--- src/rtl/vtg_pkg.sv ---
package vtg_pkg;

   localparam int unsigned FIELD_W = 16;

   typedef enum logic [2:0] {
      A_TOTAL = 3'd0,
      A_HWIN  = 3'd1,
      A_VWIN  = 3'd2,
      A_SYNC  = 3'd3,
      A_F2TOT = 3'd4,
      A_F2WIN = 3'd5,
      A_CTRL  = 3'd6,
      A_NONE  = 3'd7
   } vtg_addr_e;

   localparam logic [31:0] CTRL_MASK = 32'hB000_0001;

   typedef struct packed {
      logic [FIELD_W-1:0] ht;
      logic [FIELD_W-1:0] vt;
      logic [FIELD_W-1:0] h_start;
      logic [FIELD_W-1:0] h_stop;
      logic [FIELD_W-1:0] v_start;
      logic [FIELD_W-1:0] v_stop;
      logic [FIELD_W-1:0] hsw;
      logic [FIELD_W-1:0] vsw;
      logic [FIELD_W-1:0] vt2;
      logic [FIELD_W-1:0] v2_start;
      logic [FIELD_W-1:0] v2_stop;
      logic               il;
      logic               hs_low;
      logic               vs_low;
   } vtg_cfg_t;

   function automatic logic [31:0] legal_bits(input vtg_addr_e a, input int unsigned pw);
      logic [31:0] lo;
      lo = (32'd1 << pw) - 32'd1;
      case (a)
         A_TOTAL, A_HWIN, A_VWIN, A_SYNC, A_F2WIN: return lo | (lo << 16);
         A_F2TOT:                                  return lo;
         A_CTRL:                                   return CTRL_MASK;
         default:                                  return 32'd0;
      endcase
   endfunction

endpackage

--- src/rtl/vtg_cfg_regs.sv ---
module vtg_cfg_regs
   import vtg_pkg::*;
#(
   parameter int unsigned POS_W = 13,
   parameter bit          F2_EN = 1'b1
) (
   input  logic        clk,
   input  logic        rst_n,
   input  logic        wr_en,
   input  logic [2:0]  wr_addr,
   input  logic [31:0] wr_data,
   input  logic        frame_end,
   output logic        wr_err,
   output logic        run,
   output vtg_cfg_t    act
);

   vtg_cfg_t    stg;
   logic        stg_run;
   vtg_addr_e   addr;
   logic [31:0] mask;
   logic        f2_ok;
   logic        bad;

   generate
      if (POS_W < 2 || POS_W > FIELD_W) begin : g_bad_width
         $error("vtg_cfg_regs: POS_W out of range");
      end
      if (F2_EN) begin : g_f2_map
         assign f2_ok = 1'b1;
      end else begin : g_f2_unmap
         assign f2_ok = (addr != A_F2TOT) && (addr != A_F2WIN);
      end
   endgenerate

   assign addr = vtg_addr_e'(wr_addr);
   assign mask = legal_bits(addr, POS_W);
   assign bad  = !f2_ok || (mask == 32'd0) || ((wr_data & ~mask) != 32'd0);

   always_ff @(posedge clk or negedge rst_n) begin
      if (!rst_n) begin
         stg     <= '0;
         stg_run <= 1'b0;
         wr_err  <= 1'b0;
      end else begin
         wr_err <= wr_en && bad;
         if (wr_en && !bad) begin
            case (addr)
               A_TOTAL: begin stg.vt <= wr_data[31:16]; stg.ht <= wr_data[15:0]; end
               A_HWIN:  begin stg.h_stop <= wr_data[31:16]; stg.h_start <= wr_data[15:0]; end
               A_VWIN:  begin stg.v_stop <= wr_data[31:16]; stg.v_start <= wr_data[15:0]; end
               A_SYNC:  begin stg.vsw <= wr_data[31:16]; stg.hsw <= wr_data[15:0]; end
               A_F2TOT: stg.vt2 <= wr_data[15:0];
               A_F2WIN: begin stg.v2_stop <= wr_data[31:16]; stg.v2_start <= wr_data[15:0]; end
               A_CTRL:  begin
                  stg.il     <= wr_data[31];
                  stg.hs_low <= wr_data[29];
                  stg.vs_low <= wr_data[28];
                  stg_run    <= wr_data[0];
               end
               default: ;
            endcase
         end
      end
   end

   // working copy: follows staging while stopped, otherwise only at frame end
   always_ff @(posedge clk or negedge rst_n) begin
      if (!rst_n) begin
         act <= '0;
         run <= 1'b0;
      end else begin
         run <= stg_run;
         if (!run || frame_end) act <= stg;
      end
   end

   AST_SHADOW_HOLD: assert property (@(posedge clk) disable iff (!rst_n)
      (run && !frame_end) |=> $stable(act));

   AST_REJECT_KEEPS: assert property (@(posedge clk) disable iff (!rst_n)
      wr_err |-> ($stable(stg) && $stable(stg_run)));

endmodule

--- src/rtl/vtg_scan_counters.sv ---
module vtg_scan_counters
   import vtg_pkg::*;
#(
   parameter int unsigned POS_W = 13,
   parameter bit          F2_EN = 1'b1
) (
   input  logic               clk,
   input  logic               rst_n,
   input  logic               run,
   input  logic [FIELD_W-1:0] ht,
   input  logic [FIELD_W-1:0] vt,
   input  logic [FIELD_W-1:0] vt2,
   input  logic               il,
   output logic [POS_W-1:0]   x,
   output logic [POS_W-1:0]   y,
   output logic               field,
   output logic               frame_end
);

   logic               il_eff;
   logic [FIELD_W-1:0] cur_vt;
   logic               line_end;
   logic               fld_end;

   generate
      if (F2_EN) begin : g_il
         assign il_eff = il;
      end else begin : g_no_il
         assign il_eff = 1'b0;
      end
   endgenerate

   assign cur_vt    = field ? vt2 : vt;
   assign line_end  = (FIELD_W'(x) == ht);
   assign fld_end   = line_end && (FIELD_W'(y) == cur_vt);
   assign frame_end = run && fld_end && (field || !il_eff);

   always_ff @(posedge clk or negedge rst_n) begin
      if (!rst_n) begin
         x     <= '0;
         y     <= '0;
         field <= 1'b0;
      end else if (!run) begin
         x     <= '0;
         y     <= '0;
         field <= 1'b0;
      end else if (line_end) begin
         x <= '0;
         if (fld_end) begin
            y     <= '0;
            field <= il_eff && !field;
         end else begin
            y <= y + POS_W'(1);
         end
      end else begin
         x <= x + POS_W'(1);
      end
   end

   AST_X_LIMIT: assert property (@(posedge clk) disable iff (!rst_n)
      run |-> (FIELD_W'(x) <= ht));

   AST_X_STEP: assert property (@(posedge clk) disable iff (!rst_n)
      (run && !line_end) |=> (x == $past(x) + POS_W'(1)));

   AST_HOLD_ZERO: assert property (@(posedge clk) disable iff (!rst_n)
      !run |=> (x == '0 && y == '0 && !field));

endmodule

--- src/rtl/vtg_sync_decode.sv ---
module vtg_sync_decode
   import vtg_pkg::*;
#(
   parameter int unsigned POS_W = 13
) (
   input  logic               run,
   input  logic [POS_W-1:0]   x,
   input  logic [POS_W-1:0]   y,
   input  logic               field,
   input  logic [FIELD_W-1:0] h_start,
   input  logic [FIELD_W-1:0] h_stop,
   input  logic [FIELD_W-1:0] v_start,
   input  logic [FIELD_W-1:0] v_stop,
   input  logic [FIELD_W-1:0] v2_start,
   input  logic [FIELD_W-1:0] v2_stop,
   input  logic [FIELD_W-1:0] hsw,
   input  logic [FIELD_W-1:0] vsw,
   input  logic               hs_low,
   input  logic               vs_low,
   output logic               hsync,
   output logic               vsync,
   output logic               de
);

   logic [FIELD_W-1:0] xe, ye, vb, ve;
   logic               h_in, v_in;

   assign xe   = FIELD_W'(x);
   assign ye   = FIELD_W'(y);
   assign vb   = field ? v2_start : v_start;
   assign ve   = field ? v2_stop  : v_stop;
   assign h_in = (xe >= h_start) && (xe < h_stop);
   assign v_in = (ye > vb) && (ye <= ve);

   assign de    = run && h_in && v_in;
   assign hsync = (run && (xe < hsw)) ^ hs_low;
   assign vsync = (run && (ye < vsw)) ^ vs_low;

endmodule

--- src/rtl/vid_timing_gen.sv ---
module vid_timing_gen
   import vtg_pkg::*;
#(
   parameter int unsigned POS_W = 13,
   parameter bit          F2_EN = 1'b1
) (
   input  logic             clk,
   input  logic             rst_n,
   input  logic             wr_en,
   input  logic [2:0]       wr_addr,
   input  logic [31:0]      wr_data,
   output logic             wr_err,
   output logic             hsync,
   output logic             vsync,
   output logic             de,
   output logic [POS_W-1:0] x,
   output logic [POS_W-1:0] y
);

   vtg_cfg_t act;
   logic     run;
   logic     field;
   logic     frame_end;

   vtg_cfg_regs #(.POS_W(POS_W), .F2_EN(F2_EN)) u_regs (
      .clk       (clk),
      .rst_n     (rst_n),
      .wr_en     (wr_en),
      .wr_addr   (wr_addr),
      .wr_data   (wr_data),
      .frame_end (frame_end),
      .wr_err    (wr_err),
      .run       (run),
      .act       (act)
   );

   vtg_scan_counters #(.POS_W(POS_W), .F2_EN(F2_EN)) u_cnt (
      .clk       (clk),
      .rst_n     (rst_n),
      .run       (run),
      .ht        (act.ht),
      .vt        (act.vt),
      .vt2       (act.vt2),
      .il        (act.il),
      .x         (x),
      .y         (y),
      .field     (field),
      .frame_end (frame_end)
   );

   vtg_sync_decode #(.POS_W(POS_W)) u_dec (
      .run      (run),
      .x        (x),
      .y        (y),
      .field    (field),
      .h_start  (act.h_start),
      .h_stop   (act.h_stop),
      .v_start  (act.v_start),
      .v_stop   (act.v_stop),
      .v2_start (act.v2_start),
      .v2_stop  (act.v2_stop),
      .hsw      (act.hsw),
      .vsw      (act.vsw),
      .hs_low   (act.hs_low),
      .vs_low   (act.vs_low),
      .hsync    (hsync),
      .vsync    (vsync),
      .de       (de)
   );

   AST_FIELD_IL: assert property (@(posedge clk) disable iff (!rst_n)
      field |-> act.il);

endmodule

--- config.mk ---
export PLATFORM = sky130hd
export DESIGN_NAME = vid_timing_gen
export DESIGN_NICKNAME = d
export VERILOG_FILES = /design/src/rtl/vtg_pkg.sv /design/src/rtl/vtg_cfg_regs.sv /design/src/rtl/vtg_scan_counters.sv /design/src/rtl/vtg_sync_decode.sv /design/src/rtl/vid_timing_gen.sv
export SDC_FILE = /design/constraint.sdc
export NUM_CORES = 1
export LEC_CHECK = 0
export BUFFER_PORTS_ARGS = -buffer_cell sky130_fd_sc_hd__buf_2
export CAP_MARGIN = 20
export CELL_PAD_IN_SITES_DETAIL_PLACEMENT = 1
export CELL_PAD_IN_SITES_GLOBAL_PLACEMENT = 1
export CORE_AREA = 2 2 212 214
export DETAILED_ROUTE_END_ITERATION = 10
export DIE_AREA = 0 0 214 216
export GPL_ROUTABILITY_DRIVEN = 1
export PLACE_DENSITY = 0.7
export SKIP_LAST_GASP = 1
export SLEW_MARGIN = 20
export SYNTH_ARGS = -nofsm -noshare
export SYNTH_HDL_FRONTEND = slang
export SYNTH_SLANG_ARGS = --single-unit
--- constraint.sdc ---
create_clock -name clk -period 10.1 [get_ports clk]
set_input_delay 1.01 -clock clk [delete_from_list [all_inputs] [get_ports clk]]
set_output_delay 1.01 -clock clk [all_outputs]
set_load 0.02 [all_outputs]
## Word level (Yosys, flattened, before mapping)

Cells that the tools add are included.

| word-level totals | value |
|---|---|
| register bits after elaboration | 388 |
| memories kept | 0 |
| bits of input ports | 38 |
| output and inout bits | 30 |
| ROM bits | 0 |
| RAM bits | 0 |
| latch bits | 0 |
| logic and storage cells | 99 |

| cells by class | value |
|---|---|
| reductions and logical operators | 31 |
| multipliers | 0 |
| multiplexer cells | 12 |
| eq/ne operators | 10 |
| div/mod/pow operators | 0 |
| order comparisons | 6 |
| add/sub/neg operators | 2 |
| shift-type cells | 0 |
| bitwise logic cells | 4 |

Operators by type and width:

| kind | number |
|---|---|
| 32-bit one-hot mux with 3 select lines | 1 |
| 13-bit 2-to-1 mux | 5 |
| 13-bit by 16-bit less-than comparator with 1-bit output | 3 |
| 16-bit 2-to-1 mux | 3 |
| 32-bit AND | 1 |
| 13-bit by 16-bit == test with 1-bit output | 2 |
| 32-bit zero test | 1 |
| 32-bit NOT | 1 |
| 32-bit nonzero test | 1 |
| 13-bit by 1-bit adder with 13-bit output (second input constant) | 2 |
| 13-bit by 16-bit greater-or-equal comparator with 1-bit output | 1 |
| 13-bit by 16-bit > comparator with 1-bit output | 1 |
| 13-bit by 16-bit less-or-equal comparator with 1-bit output | 1 |
| 2-bit AND reduction | 8 |
| 1-bit logical AND | 12 |
| 3-bit == test (second input constant) | 3 |
| 3-bit by 2-bit == test with 1-bit output (second input constant) | 2 |
| 5-bit OR reduction | 1 |
| 1-bit zero test | 4 |
| 2-bit by 1-bit inequality test with 1-bit output (second input constant) | 2 |
| 3-bit by 1-bit == test with 1-bit output (second input constant) | 1 |
| 3-bit zero test | 1 |
| 1-bit logical OR | 3 |
| 1-bit 2-to-1 mux | 3 |
| 1-bit XOR | 2 |

## Logic depth before layout (Yosys ltp)

| logic depth | value |
|---|---|
| word-level depth | 10 |
| depth in mapped cells | 11 |
| mapped depth without buffers | 8 |

## Cells and area by module

A second synthesis with hierarchy kept.

| second synthesis, totals | value |
|---|---|
| cell total of the unflattened synthesis | 1260 |
| area, all modules | 17279.1 µm² |

Modules (own cells, without submodules):

| module | cells each | seq. area each (µm²) | area an instance (µm²) | times used |
|---|---|---|---|---|
| vtg_cfg_regs | 795 | 9033.7 | 13306.5 | 1 |
| vtg_sync_decode | 279 | 0.0 | 2143.3 | 1 |
| vtg_scan_counters | 186 | 675.6 | 1829.3 | 1 |

## Worst setup path after synthesis

No wires, ideal clock.

| timing path | value |
|---|---|
| path kind | register to output |
| start | reg u_cnt.field |
| end | out de |
| required time | 9090 ps |
| arrival | 3402 ps |
| slack | 5688 ps |
| buffers on the path | 3 |
| stages on the path, launching flop included | 12 |
| cell sequence | dfrtp_1 buf_1 clkbuf_1 buf_1 mux2i_1 ha_1 nor2b_1 o211ai_1 a21oi_1 a2111oi_0 o21ai_0 a221oi_1 |

| between the ends | value |
|---|---|
| word-level cells in the longest chain between the ends | 4 |
| elaborated cells between the ends (all ways) | 6 |
| those cells by class | order compare: 2; mux: 2; reduce/logical: 2 |

Ends and longest elaborated chain:

| element | RTL line | RTL |
|---|---|---|
| start, declared | vtg_scan_counters.sv:16 | `output logic field,` |
| start signal, assigned | vtg_scan_counters.sv:51 | `field <= il_eff && !field;` |
| 16-bit 2-to-1 mux (on tied branches) | vtg_sync_decode.sv:30, vtg_sync_decode.sv:31 |  |
| 13-bit by 16-bit > comparator with 1-bit output or 13-bit by 16-bit less-or-equal comparator with 1-bit output (tied branches) | vtg_sync_decode.sv:33 | `assign v_in = (ye > vb) && (ye <= ve);` |
| 1-bit logical AND (*) | vtg_sync_decode.sv:33 |  |
| 1-bit logical AND (*) | vtg_sync_decode.sv:35 | `assign de = run && h_in && v_in;` |
| end, declared | vid_timing_gen.sv:15 | `output logic de,` |

Mark *: on every way between the ends. The rest lies on a longest branch, timed or not.

## Worst setup path in the final report

Same ends and word-level chain as after synthesis.

==> reports/qor.yml <==
outcome: "finished, final reports clean"
clock_path_buffers: 3
coreArea_um2: 43840
design.die.area_um2: 46220
use_met3: 0.03439
worst_ep_required_time_ns: 9.09
arrival_ns: 4.27
ys_seq_elements: 388
die_x_um: 214
slowest_stage: "dfrtp_2"
crit_type: "reg -> out"
p_leak_nw: 9.985
grt_pass1_vias: 11470
fin_crit_ns: 5.277
grt_overflow_total: 0
synth_edf_count: 0
worst-path-buf-inv: 2
path_cells: "buf_4 -> mux2i_1 -> ha_1 -> nand4_1 -> nor4_1 -> nor3_1 -> o21ai_0 -> or4_1 -> a221oi_1 -> buf_2"
pwr_density_cell_nw_per_um2: 165.5
hold_violations: 0
dr.pass1.iters: 4
avgSynthCellArea_um2: 13.50
clock.fmax_ghz: 0.1895
cts_setup_buffers: 0
tightest_slew_ns: 1.111
fillers: 4460
cts-buffers-inserted: 43
cts_max_level: 2
cpLargestDelayFamily: "simple AND/OR/NAND/NOR gates"
avgViaCountPerCell: 5.287
report.final.slew_viol_count: 0
synth_common_cells: "dfrtp_1 (388), mux2_2 (207), mux2_1 (120), ha_1 (77), inv_1 (54)"
synth.most_common_cell: "dfrtp_1"
top_usage_layer: "met2"
die_h_um: 216
grt_pass1_wl_um: 67340
cts_tree: "done"
worstHoldPathType: "reg -> reg"
yosysSeqAreaShare: 0.5587
dp_slack_ns: 5.234
grt_max_degree: 155
io_buffer_count: 67
timing.max_cap.violations: 0
hpwl_um: 27970
ys_warn_count: 0
ys_async_sr_fraction: 1.000
path_clk_slew_ns: 0.06
grt_use_met1: 0.2491
rsz0062_at_grt: "false"
syn_to_final_growth_pct: 13.68
gp_congestion: 0.7499
clock_latency_ns: 0.56
worst-path-max-fanout: 35
ys.flop_type: "dfrtp_1"
cts_resized: 0
wl_um: 42650
drt_iter0_drc: 637
postSynthNetCount: 1402
start_util: 0.3965
synth.distinct_cells: 48
cts_root_buffer: "clkbuf_16"
start_kind: "register"
clock_skew_ns: 0.02678
use_met2: 0.3190
synthCells: 1287
antenna_found_initial: 4
end_kind: "output port"
synth_area_leaders: "dfrtp_1 (56%), mux2_2 (13%), mux2_1 (7.8%)"
tns_ns: 0
slowest_delay_ns: 0.62
slew_headroom: 0.2591
wl_per_cell_um: 21.42
regArea_um2: 9711
yosys.area.top_type: "dfrtp_1"
yosysTopAreaCellShare: 0.5587
fp-row-count: 77
setup_viol: 0
drcViolationCount: 0
fin_nets: 1478
netlist_area_um2: 17380
ir_drop_uv: 85.65
num_vias: 10530
cts_hold_buf: 0
ant_nets: 0
io_pins: 68
multiInputGateArea_um2: 7242
fin_crit_sh: 0.5225
grtUsageTotal: 0.1885
clock-sinks: 388
layout-drive-gt1-share: 0.2649
fin_ws_ns: 4.823
[kinds of logic after synthesis]
kind of cell,share of synthesized area
buffers and inverters,0.02671
adders and majority gates,0.05544
muxes,0.2338
xor gates and xnor gates,0.01965
and+or+nand+nor,0.07005
AOI/OAI and AO/OA,0.03571
DFF,0.5587
[cell usage in the layout (no fill, tap or decap), types with 3 or more instances in the layout]
cell type	n
nand2b_1	6
xnor2_1	29
nor2b_1	22
dfrtp_1	387
nor2_1	42
clkbuf_1	9
inv_1	54
mux2_1	120
and2_1	20
buf_4	13
a21boi_0	4
ha_1	77
clkinv_2	11
nand3_1	20
nor3_1	11
nand4_1	17
nor4_1	10
a2111oi_0	3
a21oi_1	23
nand3b_1	3
o21ai_0	31
clkbuf_8	9
nor4_2	3
mux2i_1	38
a21o_1	16
and3_1	11
clkbuf_16	43
xor2_1	10
mux2_2	207
nand2_1	28
and4b_1	10
buf_2	66
inv_6	3
[path summary, 6_finish.rpt]
kind / start / to / slack (ns) / depth (start not counted)
setup / recovery: u_cnt.field / de / 4.82 / 10
hold / removal: u_regs.stg_run / u_regs.run / 0.37 / 0
setup reg to reg: u_cnt.field / u_regs.act[135] / 5.26 / 8
hold reg to reg: u_regs.stg_run / u_regs.run / 0.37 / 0
max in group asynchronous: rst_n / u_cnt.field / 7.47 / 3
min in group asynchronous: rst_n / u_regs.act[70] / 0.54 / 1
[metal layers]
layer  part of all wire  vias to the layer above
li1                   -                     4727
met2               0.49                      148
met1               0.45                     5578
met3              0.038                       70
met5            0.00040                        -
met4              0.021                        4
[area by class of cell]
cell class              instances  area share
clock buffers                  61     0.06244
flip-flops and latches        388      0.4915
clock inverters                18    0.006903
diodes                          2   0.0002533
multi-input cells             793      0.3666
well taps                     592     0.03749
repair buffers                 83     0.02457
inverters                      54     0.01026
[stage by stage]
stage / cell area, µm² / std cells / utilization / total power [mW] / hold slack, ns
floorplan: 17380 / 1287 / - / 1.694 / 0.3501
global placement: 18350 / 1909 / 0.4187 / 1.781 / 0.3575
detailed placement: 18370 / 1910 / 0.4191 / 1.789 / 0.3651
CTS: 19740 / 1989 / 0.4504 / 3.313 / 0.3687
global route: 19760 / 1991 / 0.4507 / 3.396 / 0.3867
finish: 19760 / 1991 / 0.4507 / 3.270 / 0.3694
[state kept, by name (all words and copies together), names as in the netlist]
register and count:
u_cnt.field 1, u_cnt.x 13, u_cnt.y 13, u_regs.act 179, u_regs.run 1, u_regs.stg 179
u_regs.stg_run 1, u_regs.wr_err 1
[where the power goes]
part           internal [mW]  total (mW)  switching [mW]
logic                 0.0531       0.158           0.105
clock network          0.880        1.51           0.632
registers               1.58        1.60          0.0151
Power figures use the tool's default switching activity.
